**src/rtl/taskreg_pkg.sv**
```systemverilog
package taskreg_pkg;
  localparam int SEL_W   = 16;
  localparam int WORD_W  = 32;
  localparam int LIMIT_W = 20;
  localparam int BUSY_BIT = 9;
  localparam int HI_OFFSET = 4;

  typedef enum logic [1:0] {
    EXC_NONE = 2'd0,
    EXC_UD   = 2'd1,
    EXC_GP   = 2'd2,
    EXC_NP   = 2'd3
  } excCode_e;

  typedef enum logic [2:0] {
    ST_IDLE,
    ST_RDLO,
    ST_RDHI,
    ST_EVAL,
    ST_WRITE,
    ST_FIN
  } state_e;

  typedef struct packed {
    logic latchReq;
    logic rdEn;
    logic hiWord;
    logic latchLo;
    logic latchHi;
    logic wrEn;
    logic loadTr;
  } strobe_t;
endpackage

```
**src/rtl/taskreg_ctrl.sv**
```systemverilog
module taskreg_ctrl
  import taskreg_pkg::*;
(
  input  logic       clk,
  input  logic       rstN,
  input  logic       loadReq,
  input  logic       storeReq,
  input  logic       protEn,
  input  logic [1:0] cpl,
  input  logic       selTi,
  input  logic [3:0] descType,
  input  logic       descS,
  input  logic       descP,
  output strobe_t    strobe,
  output logic       done,
  output excCode_e   excCode
);
  state_e   stateQ, stateD;
  excCode_e excQ, excD;
  logic     typeIsTss;

  // 10x1: a task segment descriptor, bit 1 of the type being the busy flag
  assign typeIsTss = !descS && descType[3] && !descType[2] && descType[0];

  always_comb begin
    stateD = stateQ;
    excD   = excQ;
    strobe = '0;
    unique case (stateQ)
      ST_IDLE: begin
        if (loadReq) begin
          strobe.latchReq = 1'b1;
          stateD = ST_FIN;
          if (!protEn)          excD = EXC_UD;
          else if (cpl != 2'd0) excD = EXC_GP;
          else if (selTi)       excD = EXC_GP;
          else begin
            excD   = EXC_NONE;
            stateD = ST_RDLO;
          end
        end else if (storeReq) begin
          stateD = ST_FIN;
          excD   = protEn ? EXC_NONE : EXC_UD;
        end
      end
      ST_RDLO: begin
        strobe.rdEn = 1'b1;
        stateD = ST_RDHI;
      end
      ST_RDHI: begin
        strobe.rdEn    = 1'b1;
        strobe.hiWord  = 1'b1;
        strobe.latchLo = 1'b1;
        stateD = ST_EVAL;
      end
      ST_EVAL: begin
        strobe.latchHi = 1'b1;
        stateD = ST_FIN;
        if (!typeIsTss)       excD = EXC_GP;
        else if (descType[1]) excD = EXC_GP;
        else if (!descP)      excD = EXC_NP;
        else                  stateD = ST_WRITE;
      end
      ST_WRITE: begin
        strobe.wrEn   = 1'b1;
        strobe.hiWord = 1'b1;
        strobe.loadTr = 1'b1;
        stateD = ST_FIN;
      end
      ST_FIN: begin
        stateD = ST_IDLE;
      end
      default: stateD = ST_IDLE;
    endcase
  end

  always_ff @(posedge clk) begin
    if (!rstN) begin
      stateQ <= ST_IDLE;
      excQ   <= EXC_NONE;
    end else begin
      stateQ <= stateD;
      excQ   <= excD;
    end
  end

  assign done    = (stateQ == ST_FIN);
  assign excCode = done ? excQ : EXC_NONE;
endmodule

```
**src/rtl/taskreg_dp.sv**
```systemverilog
module taskreg_dp
  import taskreg_pkg::*;
#(
  parameter int ADDR_W = 32
) (
  input  logic                clk,
  input  logic                rstN,
  input  strobe_t             strobe,
  input  logic [SEL_W-1:0]    loadSel,
  input  logic [ADDR_W-1:0]   gdtBase,
  input  logic [WORD_W-1:0]   memRdData,
  output logic                memRdEn,
  output logic                memWrEn,
  output logic [ADDR_W-1:0]   memAddr,
  output logic [WORD_W-1:0]   memWrData,
  output logic [3:0]          descType,
  output logic                descS,
  output logic                descP,
  output logic [SEL_W-1:0]    storeSel,
  output logic                trValid,
  output logic [WORD_W-1:0]   trBase,
  output logic [LIMIT_W-1:0]  trLimit
);
  localparam int IDX_W = SEL_W - 3;

  logic [SEL_W-1:0]   reqSelQ;
  logic [WORD_W-1:0]  loQ, hiQ;
  logic [ADDR_W-1:0]  descAddr;
  logic [SEL_W-1:0]   selQ;
  logic               validQ;
  logic [WORD_W-1:0]  baseQ;
  logic [LIMIT_W-1:0] limitQ;

  assign descAddr  = gdtBase + {{(ADDR_W-IDX_W-3){1'b0}}, reqSelQ[SEL_W-1:3], 3'b000};
  assign memAddr   = descAddr + (strobe.hiWord ? ADDR_W'(HI_OFFSET) : '0);
  assign memRdEn   = strobe.rdEn;
  assign memWrEn   = strobe.wrEn;
  assign memWrData = hiQ | (WORD_W'(1) << BUSY_BIT);

  assign descType = memRdData[11:8];
  assign descS    = memRdData[12];
  assign descP    = memRdData[15];

  always_ff @(posedge clk) begin
    if (!rstN) begin
      reqSelQ <= '0;
      loQ     <= '0;
      hiQ     <= '0;
    end else begin
      if (strobe.latchReq) reqSelQ <= loadSel;
      if (strobe.latchLo)  loQ     <= memRdData;
      if (strobe.latchHi)  hiQ     <= memRdData;
    end
  end

  always_ff @(posedge clk) begin
    if (!rstN) begin
      selQ   <= '0;
      validQ <= 1'b0;
      baseQ  <= '0;
      limitQ <= '0;
    end else if (strobe.loadTr) begin
      selQ   <= reqSelQ;
      validQ <= 1'b1;
      baseQ  <= {hiQ[31:24], hiQ[7:0], loQ[31:16]};
      limitQ <= {hiQ[19:16], loQ[15:0]};
    end
  end

  assign storeSel = selQ;
  assign trValid  = validQ;
  assign trBase   = baseQ;
  assign trLimit  = limitQ;
endmodule

```
**src/rtl/taskreg_unit.sv**
```systemverilog
module taskreg_unit
  import taskreg_pkg::*;
#(
  parameter int ADDR_W = 32
) (
  input  logic              clk,
  input  logic              rstN,
  input  logic              loadReq,
  input  logic              storeReq,
  input  logic              protEn,
  input  logic [1:0]        cpl,
  input  logic [15:0]       loadSel,
  input  logic [ADDR_W-1:0] gdtBase,
  output logic              memRdEn,
  output logic              memWrEn,
  output logic [ADDR_W-1:0] memAddr,
  output logic [31:0]       memWrData,
  input  logic [31:0]       memRdData,
  output logic              done,
  output logic              excValid,
  output logic [1:0]        excCode,
  output logic [15:0]       storeSel,
  output logic              trValid,
  output logic [31:0]       trBase,
  output logic [19:0]       trLimit
);
  strobe_t  strobe;
  excCode_e exc;
  logic [3:0] descType;
  logic descS, descP;

  taskreg_ctrl u_ctrl (
    .clk      (clk),
    .rstN     (rstN),
    .loadReq  (loadReq),
    .storeReq (storeReq),
    .protEn   (protEn),
    .cpl      (cpl),
    .selTi    (loadSel[2]),
    .descType (descType),
    .descS    (descS),
    .descP    (descP),
    .strobe   (strobe),
    .done     (done),
    .excCode  (exc)
  );

  taskreg_dp #(.ADDR_W(ADDR_W)) u_dp (
    .clk       (clk),
    .rstN      (rstN),
    .strobe    (strobe),
    .loadSel   (loadSel),
    .gdtBase   (gdtBase),
    .memRdData (memRdData),
    .memRdEn   (memRdEn),
    .memWrEn   (memWrEn),
    .memAddr   (memAddr),
    .memWrData (memWrData),
    .descType  (descType),
    .descS     (descS),
    .descP     (descP),
    .storeSel  (storeSel),
    .trValid   (trValid),
    .trBase    (trBase),
    .trLimit   (trLimit)
  );

  assign excCode  = exc;
  assign excValid = (exc != EXC_NONE);
endmodule

```
**config.mk**
```make
export PLATFORM = sky130hd
export DESIGN_NAME = taskreg_unit
export DESIGN_NICKNAME = d
export VERILOG_FILES = /design/src/rtl/taskreg_pkg.sv /design/src/rtl/taskreg_ctrl.sv /design/src/rtl/taskreg_dp.sv /design/src/rtl/taskreg_unit.sv
export SDC_FILE = /design/constraint.sdc
export NUM_CORES = 1
export LEC_CHECK = 0
export BUFFER_PORTS_ARGS = -buffer_cell sky130_fd_sc_hd__clkbuf_2
export CAP_MARGIN = 5
export CORE_MARGIN = 5
export CORE_UTILIZATION = 55
export DETAILED_ROUTE_END_ITERATION = 12
export PLACE_DENSITY = 0.86
export SLEW_MARGIN = 5
export SYNTH_ARGS = -nofsm -noshare
export SYNTH_HDL_FRONTEND = slang
export SYNTH_SLANG_ARGS = --single-unit
```
**constraint.sdc**
```tcl
create_clock -name clk -period 10.2 [get_ports clk]
set_input_delay 1.02 -clock clk [delete_from_list [all_inputs] [get_ports clk]]
set_output_delay 1.02 -clock clk [all_outputs]
set_load 0.005 [all_outputs]
```
==> run metrics <==
crit path from=u_ctrl.stateQ[1]$_SDFFE_PN0P_; Mapped Area=around 6800 sq um; minimum clock period=about 5.2 ns; RSZ-0062 raised after global routing=false; number of antenna violations at the first check in global routing=1; outcome=finished clean; CP peak stage delay=between 0.8 and 0.9 ns; Post-DP HPWL=roughly 13000 um; pwr/cell area=184 nW/um^2; Die W=121 um; # H-tree levels=4; slew margin rel.=~37%; Clock Root Buffer=clkbuf_16; CP max FO=33; met1 Use GR=30.1%; Syn Area/Cell=just over 8 sq um; Setup CP Type=flop to output pin; die area=between 10000 and 15000 sq um; Gate Count Post-Synth=between 800 and 900; total CTS buffers=17; TritonRoute pass-1 iters=5; Slew @ Worst Pin=~0.95 ns; via count=around 6300; Hold Buf Count CTS=0; design area=roughly 8500 sq um; Final setup viols=0; total number of yosys warnings=0; cell taking the most area after synthesis=dfxtp_1; n_diodes=0; CTS Sinks=roughly 150; CTS tree=yes; Routed Antenna Nets=0; Synth top area share=between 40% and 50%; met3 Usage GRT=~7.5%; synthesized net count=a little over 900; CP Data Required Time=between 9 and 10 ns; final hold vios=0; clk_lat worst skew=~0.4 ns; core area=approximately 12000 sq um; commonest cells in the netlist=310 x nand2_1, 153 x dfxtp_1, 148 x a21boi_0; Rows=40; Final nets=1111; multi-input logic area=3470 sq um; Critical Path End Type=output pin; cell area after placement=about 7900 sq um; crit path launch type=flop; MaxCap Viol Count=0; Yosys reg bits=153; Post-synth EDFFs=0; final cell count without fillers=1169; DR DRC count=0; LEAKAGE=around 3.6 nW; fin crit share=between 50% and 60%; post-CTS setup buffers=0; unique cell type count in the Yosys netlist=52; num ports=between 200 and 250; Crit Reg-Reg Startpoint=u_ctrl.stateQ[1]$_SDFFE_PN0P_; Sequential Area=roughly 3000 sq um; Final TNS setup=0 ns; Via density=approximately 5.4; WL final=around 19000 um; routability cong.=a little over 0.9; Initial Utilization=between 50% and 60%; ys flop type=dfxtp_1; most common cell in the synthesized netlist=nand2_1; layout overhead on the synthesized area=26.3%; achievable frequency=around 190 MHz; Global Route Usage Sum=25.4%; Die H=~120 um; Clock Path Buffers=2; ys async rst share=0%; Placed Cells=around 1100; worst path cell trace=or3b_2 -> nand2_1 -> ha_1 -> inv_1 -> fa_1 -> and2b_1 -> o2111ai_2 -> a31oi_4 -> a31oi_4 -> nor4b_2 -> xor2_1 -> clkbuf_2; pins over their slew limit=0; vias in the first global route=5967; clk slew on worst S/H paths=around 0.06 ns; GR Overflow Total=0; pin count of the biggest net entering global routing=around 110; crit path max-delay cell type=or3b_2; post-cts sizing count=0; Hold Path Class=flop to flop; GR Util met2=between 40 and 50%; main area contributors after synthesis=dfxtp_1 45%, nand2_1 17%, a21boi_0 16%, ha_1 2.6%, clkbuf_1 2.3%; hold_sp=u_dp.trBase[1]$_SDFFE_PN0P_; Fillers=approximately 950; routed len/inst=between 15 and 20 um; Seq/Total Area, Yosys=about 45%; post-route clock skew=slightly above 0.009 ns; # port buffers=220; busiest layer in global routing=met2; Detailed Route Iter0 Violations=approximately 440; first-pass GRT wire length=29800 um; most repeated library cell on the critical path=a31oi_4; share of layout cells above drive strength 1=26.8%; Worst VDD drop=roughly 0.00013 V; crit path DAT=between 4 and 5 ns
## flip-flops by register name, summed over array words and instances (netlist names)
signal	count
u_dp.storeSel	16
u_dp.trBase	32
u_dp.trLimit	20
u_dp.reqSelQ	16
u_dp.loQ	32
u_dp.hiQ	31
u_dp.trValid	1
u_ctrl.stateQ	3
u_ctrl.excQ	2
## area by class of cell
class                      count  area share (%)
clock buffer                  18            5.14
clock inverter                14            2.56
inverter                       7           0.307
multi-input combinational    604            40.6
sequential                   153            35.8
tap                          147            2.15
timing repair buffer         226            13.4
## metal layers
metal	vias up	part of all wire, %	wire, um
li1	3083	-	-
met1	2939	40	7600
met5	-	0.069	13
met2	223	50	9320
met4	2	1.6	297
met3	23	8.2	1550
## path summary, 6_finish.rpt
kind                                  end  slack (ns)  cells past startpoint
min reg2reg   u_dp.trBase[1]$_SDFFE_PN0P_        0.46                      2
min           u_dp.trBase[1]$_SDFFE_PN0P_        0.46                      2
max                           memAddr[24]        4.97                     12
max reg2reg  u_dp.trLimit[3]$_SDFFE_PN0P_        7.67                      7
## stage by stage
stage                     util, %  power [W]  hold WS, ns  setup slack, ns
after floorplan                 -   0.000795        0.441             6.05
after CTS                    71.2    0.00158        0.464             4.98
final                        71.2    0.00157        0.459             4.97
after global placement       65.7   0.000881        0.448             5.57
after global routing         71.2    0.00164        0.480             4.74
after detailed placement     65.7   0.000886        0.455             5.45
## cells in the final DEF, fill, tap and decap left out, types with 7 or more instances in the layout
master / Yosys / routed
buf_4: 3 / 7
clkbuf_16: 0 / 17
xor2_1: 16 / 16
a21o_1: 7 / 7
ha_1: 14 / 14
clkbuf_2: 0 / 219
a21boi_0: 148 / 148
nand3_1: 7 / 7
dfxtp_1: 153 / 153
xnor2_1: 12 / 12
a21oi_1: 9 / 9
nor2_1: 16 / 16
nand2_1: 310 / 309
## cell families (layout without fill, tap and decap cells)
family                   Yosys count  count (layout)  share of synthesized area, %
AO/OA/AOI/OAI                    196             196                          21.9
buffers and inverters             61             265                          3.72
AND/OR/NAND/NOR                  364             364                          22.6
XOR/XNOR                          28              28                          3.62
adder cells (fa/ha/maj)           15              15                          2.89
flip-flops                       153             153                          45.3
other                              1               1                        0.0554
## critical path, delay by kind of cell, from the launching register on
kind | cells | cell delay [ns]
XOR/XNOR | 1 | 0.17
flip-flops | 1 | 0.57
AO/OA/AOI/OAI | 3 | 0.61
buffers and inverters | 2 | 0.20
AND/OR/NAND/NOR | 4 | 1.60
adder cells (fa/ha/maj) | 2 | 0.63
## power by group
part	internal (W)	switching [W]	total, W
clock	0.000443	0.000255	0.000698
combinational	0.0000879	0.000141	0.000229
sequential	0.000624	0.0000221	0.000646
No activity file was read; power rests on OpenSTA's default activity.
